--- config.mk ---
export PLATFORM = sky130hd
export DESIGN_NAME = flash_cmd_top
export DESIGN_NICKNAME = d
export VERILOG_FILES = /design/src/rtl/flash_cmd_pkg.sv /design/src/rtl/flash_bus_edge.sv /design/src/rtl/flash_array.sv /design/src/rtl/flash_cmd_fsm.sv /design/src/rtl/flash_cmd_top.sv
export SDC_FILE = /design/constraint.sdc
export NUM_CORES = 2
export LEC_CHECK = 0
export CAP_MARGIN = 20
export CORE_ASPECT_RATIO = 0.7
export CORE_UTILIZATION = 40
export DETAILED_ROUTE_END_ITERATION = 7
export HOLD_SLACK_MARGIN = 0.05
export SYNTH_ARGS = -nofsm -noshare
export SYNTH_HDL_FRONTEND = slang
export SYNTH_SLANG_ARGS = --single-unit
--- constraint.sdc ---
create_clock -name clk -period 11.9 [get_ports clk]
set_clock_uncertainty 0.05 [all_clocks]
set_input_delay 2.38 -clock clk [delete_from_list [all_inputs] [get_ports clk]]
set_output_delay 2.38 -clock clk [all_outputs]
set_load 0.005 [all_outputs]
--- src/rtl/flash_cmd_pkg.sv ---
package flash_cmd_pkg;

  typedef enum logic [2:0] {
    M_ARRAY = 3'd0,
    M_UNL1  = 3'd1,
    M_UNL2  = 3'd2,
    M_AUTO  = 3'd3,
    M_PSET  = 3'd4,
    M_BUSY  = 3'd5,
    M_ERR   = 3'd6
  } mode_e;

  localparam int          CMD_AW   = 11;
  localparam logic [7:0]  KEY_A    = 8'hAA;
  localparam logic [7:0]  KEY_B    = 8'h55;
  localparam logic [7:0]  OP_IDENT = 8'h90;
  localparam logic [7:0]  OP_PROG  = 8'hA0;
  localparam logic [7:0]  OP_RESET = 8'hF0;
  localparam logic [CMD_AW-1:0] LOC_A = 11'h555;
  localparam logic [CMD_AW-1:0] LOC_B = 11'h2AA;

  // Stored result of programming: bits can only go from 1 to 0.
  function automatic logic [7:0] merge_prog(input logic [7:0] old_b, input logic [7:0] new_b);
    return old_b & new_b;
  endfunction

  // True when the new data tries to raise a cleared bit.
  function automatic logic raises_bit(input logic [7:0] old_b, input logic [7:0] new_b);
    return |(new_b & ~old_b);
  endfunction

  function automatic logic [7:0] status_byte(input logic [7:0] pd, input logic tgl, input logic err);
    return {~pd[7], tgl, err, 5'b0};
  endfunction

  function automatic logic [7:0] ident_byte(input logic [7:0] lo, input logic prot,
                                            input logic [7:0] mfr, input logic [7:0] dev,
                                            input logic [7:0] cont);
    case (lo)
      8'h00:   return mfr;
      8'h01:   return dev;
      8'h02:   return {7'b0, prot};
      8'h03:   return cont;
      default: return 8'h00;
    endcase
  endfunction

endpackage

--- src/rtl/flash_bus_edge.sv ---
module flash_bus_edge #(
  parameter int AW = 17
) (
  input  logic          clk,
  input  logic          rst_n,
  input  logic          ce_n,
  input  logic          we_n,
  input  logic          oe_n,
  input  logic [AW-1:0] addr,
  input  logic [7:0]    din,
  output logic          wr_done,
  output logic [AW-1:0] wr_addr,
  output logic [7:0]    wr_data,
  output logic          rd_start
);
  logic wr_low, wr_low_q, rd_low, rd_low_q;
  logic [7:0] din_q;

  assign wr_low = ~ce_n & ~we_n;
  assign rd_low = ~ce_n & ~oe_n & we_n;

  always_ff @(posedge clk or negedge rst_n) begin
    if (!rst_n) begin
      wr_low_q <= 1'b0;
      rd_low_q <= 1'b0;
      din_q    <= '0;
      wr_addr  <= '0;
    end else begin
      wr_low_q <= wr_low;
      rd_low_q <= rd_low;
      din_q    <= din;
      if (wr_low && !wr_low_q) wr_addr <= addr;
    end
  end

  // Strobe released: data is the value held while it was still low.
  assign wr_done  = wr_low_q & ~wr_low;
  assign wr_data  = din_q;
  assign rd_start = rd_low & ~rd_low_q;
endmodule

--- src/rtl/flash_array.sv ---
module flash_array #(
  parameter int MEM_AW = 8
) (
  input  logic              clk,
  input  logic              rst_n,
  input  logic              we,
  input  logic [MEM_AW-1:0] waddr,
  input  logic [7:0]        wdata,
  input  logic [MEM_AW-1:0] raddr,
  output logic [7:0]        rdata,
  output logic [7:0]        wold
);
  localparam int DEPTH = 1 << MEM_AW;
  logic [7:0] mem [DEPTH];

  always_ff @(posedge clk or negedge rst_n) begin
    if (!rst_n) begin
      for (int i = 0; i < DEPTH; i++) mem[i] <= 8'hFF;
    end else if (we) begin
      mem[waddr] <= wdata;
    end
  end

  assign rdata = mem[raddr];
  assign wold  = mem[waddr];
endmodule

--- src/rtl/flash_cmd_fsm.sv ---
module flash_cmd_fsm
  import flash_cmd_pkg::*;
#(
  parameter int PROG_CYCLES = 24
) (
  input  logic              clk,
  input  logic              rst_n,
  input  logic              wr_done,
  input  logic [CMD_AW-1:0] wr_lo,
  input  logic [7:0]        wr_data,
  input  logic [7:0]        old_byte,
  input  logic              rd_start,
  output mode_e             mode,
  output logic              prog_start,
  output logic              busy_done,
  output logic [7:0]        prog_data,
  output logic              tgl
);
  localparam int CW = $clog2(PROG_CYCLES + 1);
  localparam logic [CW-1:0] CNT_LOAD = CW'(PROG_CYCLES - 1);

  logic [CW-1:0] cnt;
  logic          perr;
  mode_e         nxt;
  logic          at_a, at_b;

  assign at_a = (wr_lo == LOC_A);
  assign at_b = (wr_lo == LOC_B);

  always_comb begin
    case (mode)
      M_ARRAY: nxt = (at_a && wr_data == KEY_A) ? M_UNL1 : M_ARRAY;
      M_UNL1:  nxt = (at_b && wr_data == KEY_B) ? M_UNL2 : M_ARRAY;
      M_UNL2:  nxt = (at_a && wr_data == OP_IDENT) ? M_AUTO :
                     (at_a && wr_data == OP_PROG)  ? M_PSET : M_ARRAY;
      M_AUTO:  nxt = (wr_data == OP_RESET) ? M_ARRAY : M_AUTO;
      M_PSET:  nxt = M_BUSY;
      M_ERR:   nxt = (wr_data == OP_RESET) ? M_ARRAY : M_ERR;
      default: nxt = M_ARRAY;
    endcase
  end

  assign prog_start = wr_done && (mode == M_PSET);
  assign busy_done  = (mode == M_BUSY) && (cnt == '0);

  always_ff @(posedge clk or negedge rst_n) begin
    if (!rst_n) begin
      mode      <= M_ARRAY;
      cnt       <= '0;
      perr      <= 1'b0;
      prog_data <= '0;
      tgl       <= 1'b0;
    end else begin
      if (rd_start) tgl <= ~tgl;
      if (mode == M_BUSY) begin
        if (busy_done) mode <= perr ? M_ERR : M_ARRAY;
        else           cnt  <= cnt - 1'b1;
      end else if (wr_done) begin
        mode <= nxt;
        if (prog_start) begin
          cnt       <= CNT_LOAD;
          prog_data <= wr_data;
          perr      <= raises_bit(old_byte, wr_data);
        end
      end
    end
  end
endmodule

--- src/rtl/flash_cmd_top.sv ---
module flash_cmd_top
  import flash_cmd_pkg::*;
#(
  parameter int          AW          = 17,
  parameter int          MEM_AW      = 8,
  parameter int          N_SECT      = 8,
  parameter int          PROG_CYCLES = 24,
  parameter logic [7:0]  MFR_CODE    = 8'h37,
  parameter logic [7:0]  DEV_CODE    = 8'h4C,
  parameter logic [7:0]  CONT_CODE   = 8'h7F,
  parameter logic [N_SECT-1:0] SECT_PROT = 8'h04
) (
  input  logic          clk,
  input  logic          rst_n,
  input  logic          ce_n,
  input  logic          we_n,
  input  logic          oe_n,
  input  logic [AW-1:0] addr,
  input  logic [7:0]    din,
  output logic [7:0]    dq_out,
  output logic          dq_oe
);
  localparam int SW = $clog2(N_SECT);

  logic          wr_done, rd_start, prog_start, busy_done, tgl;
  logic [AW-1:0] wr_addr;
  logic [7:0]    wr_data, arr_q, old_byte, prog_data, rdata;
  mode_e         mode;
  logic          sect_prot;

  flash_bus_edge #(.AW(AW)) i_edge (
    .clk(clk), .rst_n(rst_n), .ce_n(ce_n), .we_n(we_n), .oe_n(oe_n),
    .addr(addr), .din(din), .wr_done(wr_done), .wr_addr(wr_addr),
    .wr_data(wr_data), .rd_start(rd_start)
  );

  flash_array #(.MEM_AW(MEM_AW)) i_array (
    .clk(clk), .rst_n(rst_n), .we(prog_start),
    .waddr(wr_addr[MEM_AW-1:0]), .wdata(merge_prog(old_byte, wr_data)),
    .raddr(addr[MEM_AW-1:0]), .rdata(arr_q), .wold(old_byte)
  );

  flash_cmd_fsm #(.PROG_CYCLES(PROG_CYCLES)) i_fsm (
    .clk(clk), .rst_n(rst_n), .wr_done(wr_done), .wr_lo(wr_addr[CMD_AW-1:0]),
    .wr_data(wr_data), .old_byte(old_byte), .rd_start(rd_start),
    .mode(mode), .prog_start(prog_start), .busy_done(busy_done),
    .prog_data(prog_data), .tgl(tgl)
  );

  assign sect_prot = SECT_PROT[addr[AW-1 -: SW]];

  always_comb begin
    case (mode)
      M_AUTO:  rdata = ident_byte(addr[7:0], sect_prot, MFR_CODE, DEV_CODE, CONT_CODE);
      M_BUSY:  rdata = status_byte(prog_data, tgl, 1'b0);
      M_ERR:   rdata = status_byte(prog_data, tgl, 1'b1);
      default: rdata = arr_q;
    endcase
  end

  assign dq_oe  = ~ce_n & ~oe_n & we_n;
  assign dq_out = dq_oe ? rdata : 8'h00;
endmodule

-- Word-level counts from Yosys, hierarchy flattened
Memory sizes are Yosys's and may differ from the RTL's.
Cells that the tools add are included.
- flip-flop bits (word level): 2087
- memory bits (read-only): 8
- input port bits: 30
- output and inout port bits: 9
- logic and storage cells: 353
- memories: 1
- add/sub/neg operators: 1
- $lt $le $gt $ge: 4
- equality and inequality tests: 18
- mux-type cells: 28
- bitwise logic cells: 18
- reduce and logical (&&, ||, !) cells: 18
- memories (name ; depth ; width ; rd ports ; clocked after Yosys merged registers in ; write ports ; line ; text):
    (no name shown) ; 8 ; 1 ; 1 ; 0 ; 0 ; flash_cmd_top.sv:50 ; assign sect_prot = SECT_PROT[addr[AW-1 -: SW]];
- operator list (operator ; number):
    bitwise mux 2048 bit ; 1
    binary-select mux 8 bit (select 8 bit) ; 2
    demux 8 bit (select 8 bit) ; 1
    2-to-1 mux 8 bit ; 6
    equality test 8 bit (second input constant) ; 4
    case mux 7 bit (4 select lines) ; 1
    case mux 8 bit (3 select lines) ; 1
    2-to-1 mux 3 bit ; 7
    2-to-1 mux 5 bit ; 4
    >= comparator 9 bit (second input constant) ; 2
    NOT 8 -> 9 bit ; 2
    case mux 3 bit (6 select lines) ; 1
    bitwise AND 8 bit ; 2
    equality test 8 x 2 -> 1 bit (second input constant) ; 2
    equality test 11 x 10 -> 1 bit (second input constant) ; 1
    equality test 11 bit (second input constant) ; 1
    equality test 3 bit (second input constant) ; 3
    < comparator 9 x 1 -> 1 bit (second input constant) ; 1
    equality test 8 x 1 -> 1 bit (second input constant) ; 1
    equality test 8 x 7 -> 1 bit (second input constant) ; 1
    logical AND 1 bit ; 8
    logical NOT 8 bit ; 1
    NOT 1 bit ; 8
    NOT 8 bit ; 1
    other kinds (15) ; 25

-- Depth between registers and ports, before layout
- depth in word-level cells: 8
- mapped depth: 18
- depth with buffers taken out: 9

-- By module
Synthesis repeated with hierarchy kept, for this count alone.
- cell total of the unflattened synthesis: 7339
- area, all modules: 114760.1 um^2
- modules (own cells, without submodules) (module ; instances ; cells each ; area an instance (um^2) ; seq. area each (um^2)):
    flash_array ; 1 ; 7122 ; 112362.8 ; 53811.6
    flash_cmd_fsm ; 1 ; 115 ; 1109.8 ; 450.4
    flash_bus_edge ; 1 ; 50 ; 922.1 ; 675.6
    flash_cmd_top ; 1 ; 52 ; 365.4 ; 0.0

-- Worst setup path after synthesis
OpenSTA, ideal clock, no wires.
- path kind: input to output
- start: input port addr[0]
- end: output port dq_out[5]
- arrival: 5.472 ns
- data required time: 9.470 ns
- slack: 3.998 ns
- stages on the path: 10
- buffers on the path: 4
- cells stage by stage: clkbuf_1 > clkbuf_1 > buf_1 > buf_2 > mux4_2 > mux4_2 > mux2_2 > a211o_1 > o221ai_1 > o22ai_1
- word-level cells in the longest chain between the ends: 6
- elaborated cells between the ends (all ways): 11
- classes of those cells: eq/ne (3); mux (6); bitwise (1); reduce/logical (1)
- RTL lines (item ; line ; text):
    from (decl) ; flash_cmd_top.sv:18 ; input logic [AW-1:0] addr,
    NOT 8 -> 9 bit (not written as such) ; flash_array.sv:24 ; assign rdata = mem[raddr];
    binary-select mux 8 bit (select 8 bit) ; flash_array.sv:24 ;
    2-to-1 mux 8 bit (not written as such) (2 in series) ; flash_array.sv:24 ;
    case mux 8 bit (3 select lines) (*) ; flash_cmd_top.sv:53 ; case (mode)
    2-to-1 mux 8 bit (*) ; flash_cmd_top.sv:62 ; assign dq_out = dq_oe ? rdata : 8'h00;
    to (decl) ; flash_cmd_top.sv:20 ; output logic [7:0] dq_out,
Mark *: on every way between the ends. The rest lies on a longest branch, timed or not. The select of a mux whose other input is x is not followed.

-- Final worst setup path
Same ends and word-level chain as after synthesis.

==> qor.log <==
qor: timing.timing_hold_violations_final 0
qor: yosys.synth_adder_area_share 0.02279%
qor: clock_network.cts_tree built
qor: clock_network.cts_repair_resize_count 0
qor: global_routing.global_route_wire_length_before_repair 586,100 um
qor: placement.place_hpwl 265,100 um
qor: yosys.synth_warnings 0
qor: worst_setup_path.timing.critical_path.to_type primary output
qor: timing.setup_viol_count_final 0
qor: hold_path.timing.hold.worst.start i_array.mem[1167]
qor: status.status finished clean
qor: worst_setup_path.reg2reg_depth 14
qor: placement.post-place-cells 12,520
qor: worst_setup_path.cp-startpoint addr[0]
qor: route.wl_per_cell 31.54 um
qor: global_routing.overflow 0
qor: global_routing.number_of_global_route_vias_before_repair 79,330
qor: layout.area_growth_syn_to_layout 9.053%
qor: timing.total_negative_slack 0 ps
qor: yosys.synthesis.area 109,800 um2
qor: floorplan.floorplan.die.width 628.3 um
qor: timing.clock.fmax 104.0 MHz
qor: clock_network.cts-buffers-inserted 201
qor: timing.report.final.slew_viol_count 0
qor: clock_network.cts-htree-levels 4
qor: floorplan.die_height 440.4 um
qor: hold_path.worst_hold_stages 2
qor: timing.finalCriticalPeriod 9615 ps
qor: timing.fin_crit_sh 80.80%
qor: yosys.netlist_instances 9,520
qor: run.max_cap_violations 0
qor: power.power.density_cell_area 138.4 nW/um2
qor: yosys.main_combinational_cell_family_by_area_after_synthesis multiplexers
qor: clock_network.post_cts_buffers 0
qor: worst_setup_path.worst_r2r_startpoint i_edge.wr_addr[2]
qor: yosys.synth_seq_cells 2,080
qor: worst_setup_path.arrival_time_of_data_at_the_critical_path_endpoint 7190 ps
qor: layout.regArea 54,630 um2
qor: global_routing.grt_start_max_net_pins 195
qor: placement.placement.io_buffers 35
qor: floorplan.design.die.area 276,700 um2
qor: timing.timing.max_slew.rel_slack 11.72%
qor: yosys.synth.avg_cell_area 11.54 um2
qor: route.first_pass_iters 6
qor: yosys.yosysUniqueCellTypes 81
qor: floorplan.top_level_ports 39
qor: timing.tightest_slew 1324 ps
qor: yosys.net_count_after_synthesis 9,552
qor: power.power 16.58 mW
qor: yosys.ys_async_sr_fraction 100.0%
qor: worst_setup_path.crit_required 9470 ps
qor: yosys.share_of_synthesized_area_spent_on_multiplexers 24.57%
qor: global_routing.antenna_violations_before_repair 30
qor: route.vias 82,290
qor: layout.drive_above_1_share 40.76%
qor: route.avgViaCountPerCell 6.381
qor: clock_network.cts-hold-fix-buffers 0
qor: floorplan.num_rows 160
qor: floorplan.start_util 40.34%
qor: yosys.synth.largest_area_cell sky130_fd_sc_hd__dfstp_2
qor: global_routing.globalRouteTotalUtil 29.20%
qor: power.vdd_drop_max 119.1 uV
qor: yosys.post_synthesis_xor_xnor_area_fraction 0.03987%
qor: hold_path.hold_path_class flop to flop
qor: yosys.synth_ff_type sky130_fd_sc_hd__dfstp_2
qor: clock_network.max-clock-path-buffers 4
qor: route.initialDrtViolationCount 10,200
qor: layout.fill_cells 24,760
qor: floorplan.fp.coreArea 272,300 um2
qor: layout.stdcell_count 12,900
qor: yosys.synth.top_cells.by_area sky130_fd_sc_hd__dfstp_2 49%, sky130_fd_sc_hd__mux4_2 22%, sky130_fd_sc_hd__nand2_1 8.3%
qor: yosys.synth_enable_flop_cells 0
qor: layout.final_net_count 9,116
qor: route.remaining_drc_errors 0
qor: clock_network.clk_root_buffer_cell sky130_fd_sc_hd__clkbuf_16
qor: clock_network.clock_latency 910 ps
qor: placement.finalWeightedCongestion 0.9727
qor: worst_setup_path.startpoint_to_endpoint_class_of_the_critical_path input port to primary output
qor: power.p_leak 39.74 nW
qor: timing.grt_setup_unrepaired false
qor: yosys.synth.top_cell.area_share 49.00%
qor: yosys.synth_simple_gate_area_share 9.791%
qor: yosys.synth_seq_area_share 49.73%
qor: worst_setup_path.critical_path_peak_fanout 56
qor: clock_network.path_clk_slew 60 ps
qor: route.wire_length_after_detailed_routing 406,800 um
qor: clock_network.clock_sink_count 2,080
qor: layout.multiInputGateArea 51,390 um2
qor: yosys.synth-compound-area-share 12.07%
qor: worst_setup_path.cp-start-kind input port
qor: route.detail-route-antenna-nets 0
-- worst max-delay path, stage by stage --
cell                              delay (ps)
sky130_fd_sc_hd__buf_8                   640
sky130_fd_sc_hd__buf_4                   560
sky130_fd_sc_hd__mux4_2                  580
sky130_fd_sc_hd__mux4_2                  510
sky130_fd_sc_hd__mux2i_1                 770
sky130_fd_sc_hd__o311ai_1                420
sky130_fd_sc_hd__o221ai_1                460
sky130_fd_sc_hd__o22ai_1                 170
sky130_fd_sc_hd__clkdlybuf4s50_1         470
-- stage by stage --
| stage | setup WS [ps] | instance area [um2] | utilization (%) | hold WS [ps] |
|---|---|---|---|---|
| 6_report | 2285 | 119800 | 43.99 | 420.0 |
| 3_3_place_gp | 2377 | 112800 | 41.44 | 404.0 |
| 3_5_place_dp | 2386 | 112800 | 41.44 | 411.7 |
| 4_1_cts | 2383 | 119600 | 43.91 | 420.7 |
| 5_1_grt | 2194 | 119700 | 43.97 | 430.3 |
| 2_1_floorplan | 3998 | 109800 | - | 396.4 |
-- where the power goes --
group	internal (mW)	total, mW	switching, mW
sequential	7.18	7.29	0.106
clock	3.82	6.78	2.96
combinational	0.624	2.51	1.89
-- cell usage after synthesis (5+ instances only) --
master	instances
sky130_fd_sc_hd__a311oi_1	6
sky130_fd_sc_hd__nand3_1	51
sky130_fd_sc_hd__a32oi_1	5
sky130_fd_sc_hd__a22o_1	25
sky130_fd_sc_hd__o31ai_1	5
sky130_fd_sc_hd__nor4_1	15
sky130_fd_sc_hd__nand2b_1	16
sky130_fd_sc_hd__a21oi_1	42
sky130_fd_sc_hd__buf_6	58
sky130_fd_sc_hd__and2_1	9
sky130_fd_sc_hd__o22ai_1	54
sky130_fd_sc_hd__mux2i_1	222
sky130_fd_sc_hd__dfrtp_1	32
sky130_fd_sc_hd__o21ai_0	1633
sky130_fd_sc_hd__a31oi_1	23
sky130_fd_sc_hd__buf_2	99
sky130_fd_sc_hd__a221oi_1	25
sky130_fd_sc_hd__or2_2	5
sky130_fd_sc_hd__mux2_2	29
sky130_fd_sc_hd__dfstp_2	2048
sky130_fd_sc_hd__o221ai_1	5
sky130_fd_sc_hd__o211ai_1	9
sky130_fd_sc_hd__mux4_2	1085
sky130_fd_sc_hd__nor2_1	88
sky130_fd_sc_hd__nand2_1	2427
sky130_fd_sc_hd__clkbuf_1	595
sky130_fd_sc_hd__nor2b_1	23
sky130_fd_sc_hd__a41oi_1	5
sky130_fd_sc_hd__buf_1	68
sky130_fd_sc_hd__nor3_1	33
sky130_fd_sc_hd__a22oi_1	92
sky130_fd_sc_hd__a211oi_1	16
sky130_fd_sc_hd__and3_1	6
sky130_fd_sc_hd__nand3b_1	9
sky130_fd_sc_hd__inv_1	12
sky130_fd_sc_hd__o21ai_1	485
sky130_fd_sc_hd__nand4_1	20
sky130_fd_sc_hd__buf_4	55
-- layout make-up --
class,instances,share of cell area [%]
clock buffer,287,4.975
inverter,14,0.04597
antenna,18,0.03761
timing repair buffer,239,1.964
multi-input combinational,6548,42.91
sequential,2080,45.61
tap,3645,3.808
clock inverter,66,0.6456
-- routing by layer --
layer,share of wire [%],wire [um],global-route usage (%)
met1,39,159200,39.05
met2,41,165500,40.12
met3,14,58790,13.18
met4,5.6,22970,14.01
met5,0.087,353,0.1880
-- sequential cells by signal (all words and copies together) (netlist names) --
register / cells
i_edge.rd_low_q: 1
i_edge.wr_data: 8
i_fsm.cnt: 5
i_edge.wr_low_q: 1
i_fsm.prog_data: 1
i_fsm.tgl: 1
i_fsm.perr: 1
i_fsm.mode: 3
i_array.mem: 2048
i_edge.wr_addr: 11
-- cells by family after synthesis --
family	after synthesis
AND/OR/NAND/NOR	2729
AO/OA/AOI/OAI	2476
flip-flops	2080
multiplexers	1336
buffers and inverters	892
XOR/XNOR	5
adder cells (fa/ha/maj)	2
-- path summary, 6_finish.rpt --
kind,end,slack [ps]
worst max register to register,i_array.mem[346],4440
max in group asynchronous,i_array.mem[1838],8080
worst min register to register,i_array.mem[1167],420
min in group asynchronous,i_array.mem[367],1790
worst max-delay path,dq_out[5],2280
worst min-delay path,i_array.mem[1167],420
-- placed cells by master (no fill, tap or decap), drive strengths merged, types with 18 or more instances in the layout --
cell,count
clkbuf,289
nor3,33
a22oi,92
mux2i,222
buf,209
a21oi,42
nand2,2428
a22o,25
nand4,20
o21ai,2118
nand3,51
dfrtp,32
a221oi,25
a31oi,23
nor2,88
dfstp,2048
mux4,1085
clkdlybuf4s50,28
diode,18
clkinv,47
nor2b,23
mux2,29
o22ai,54
No activity file was read; power rests on OpenSTA's default activity.
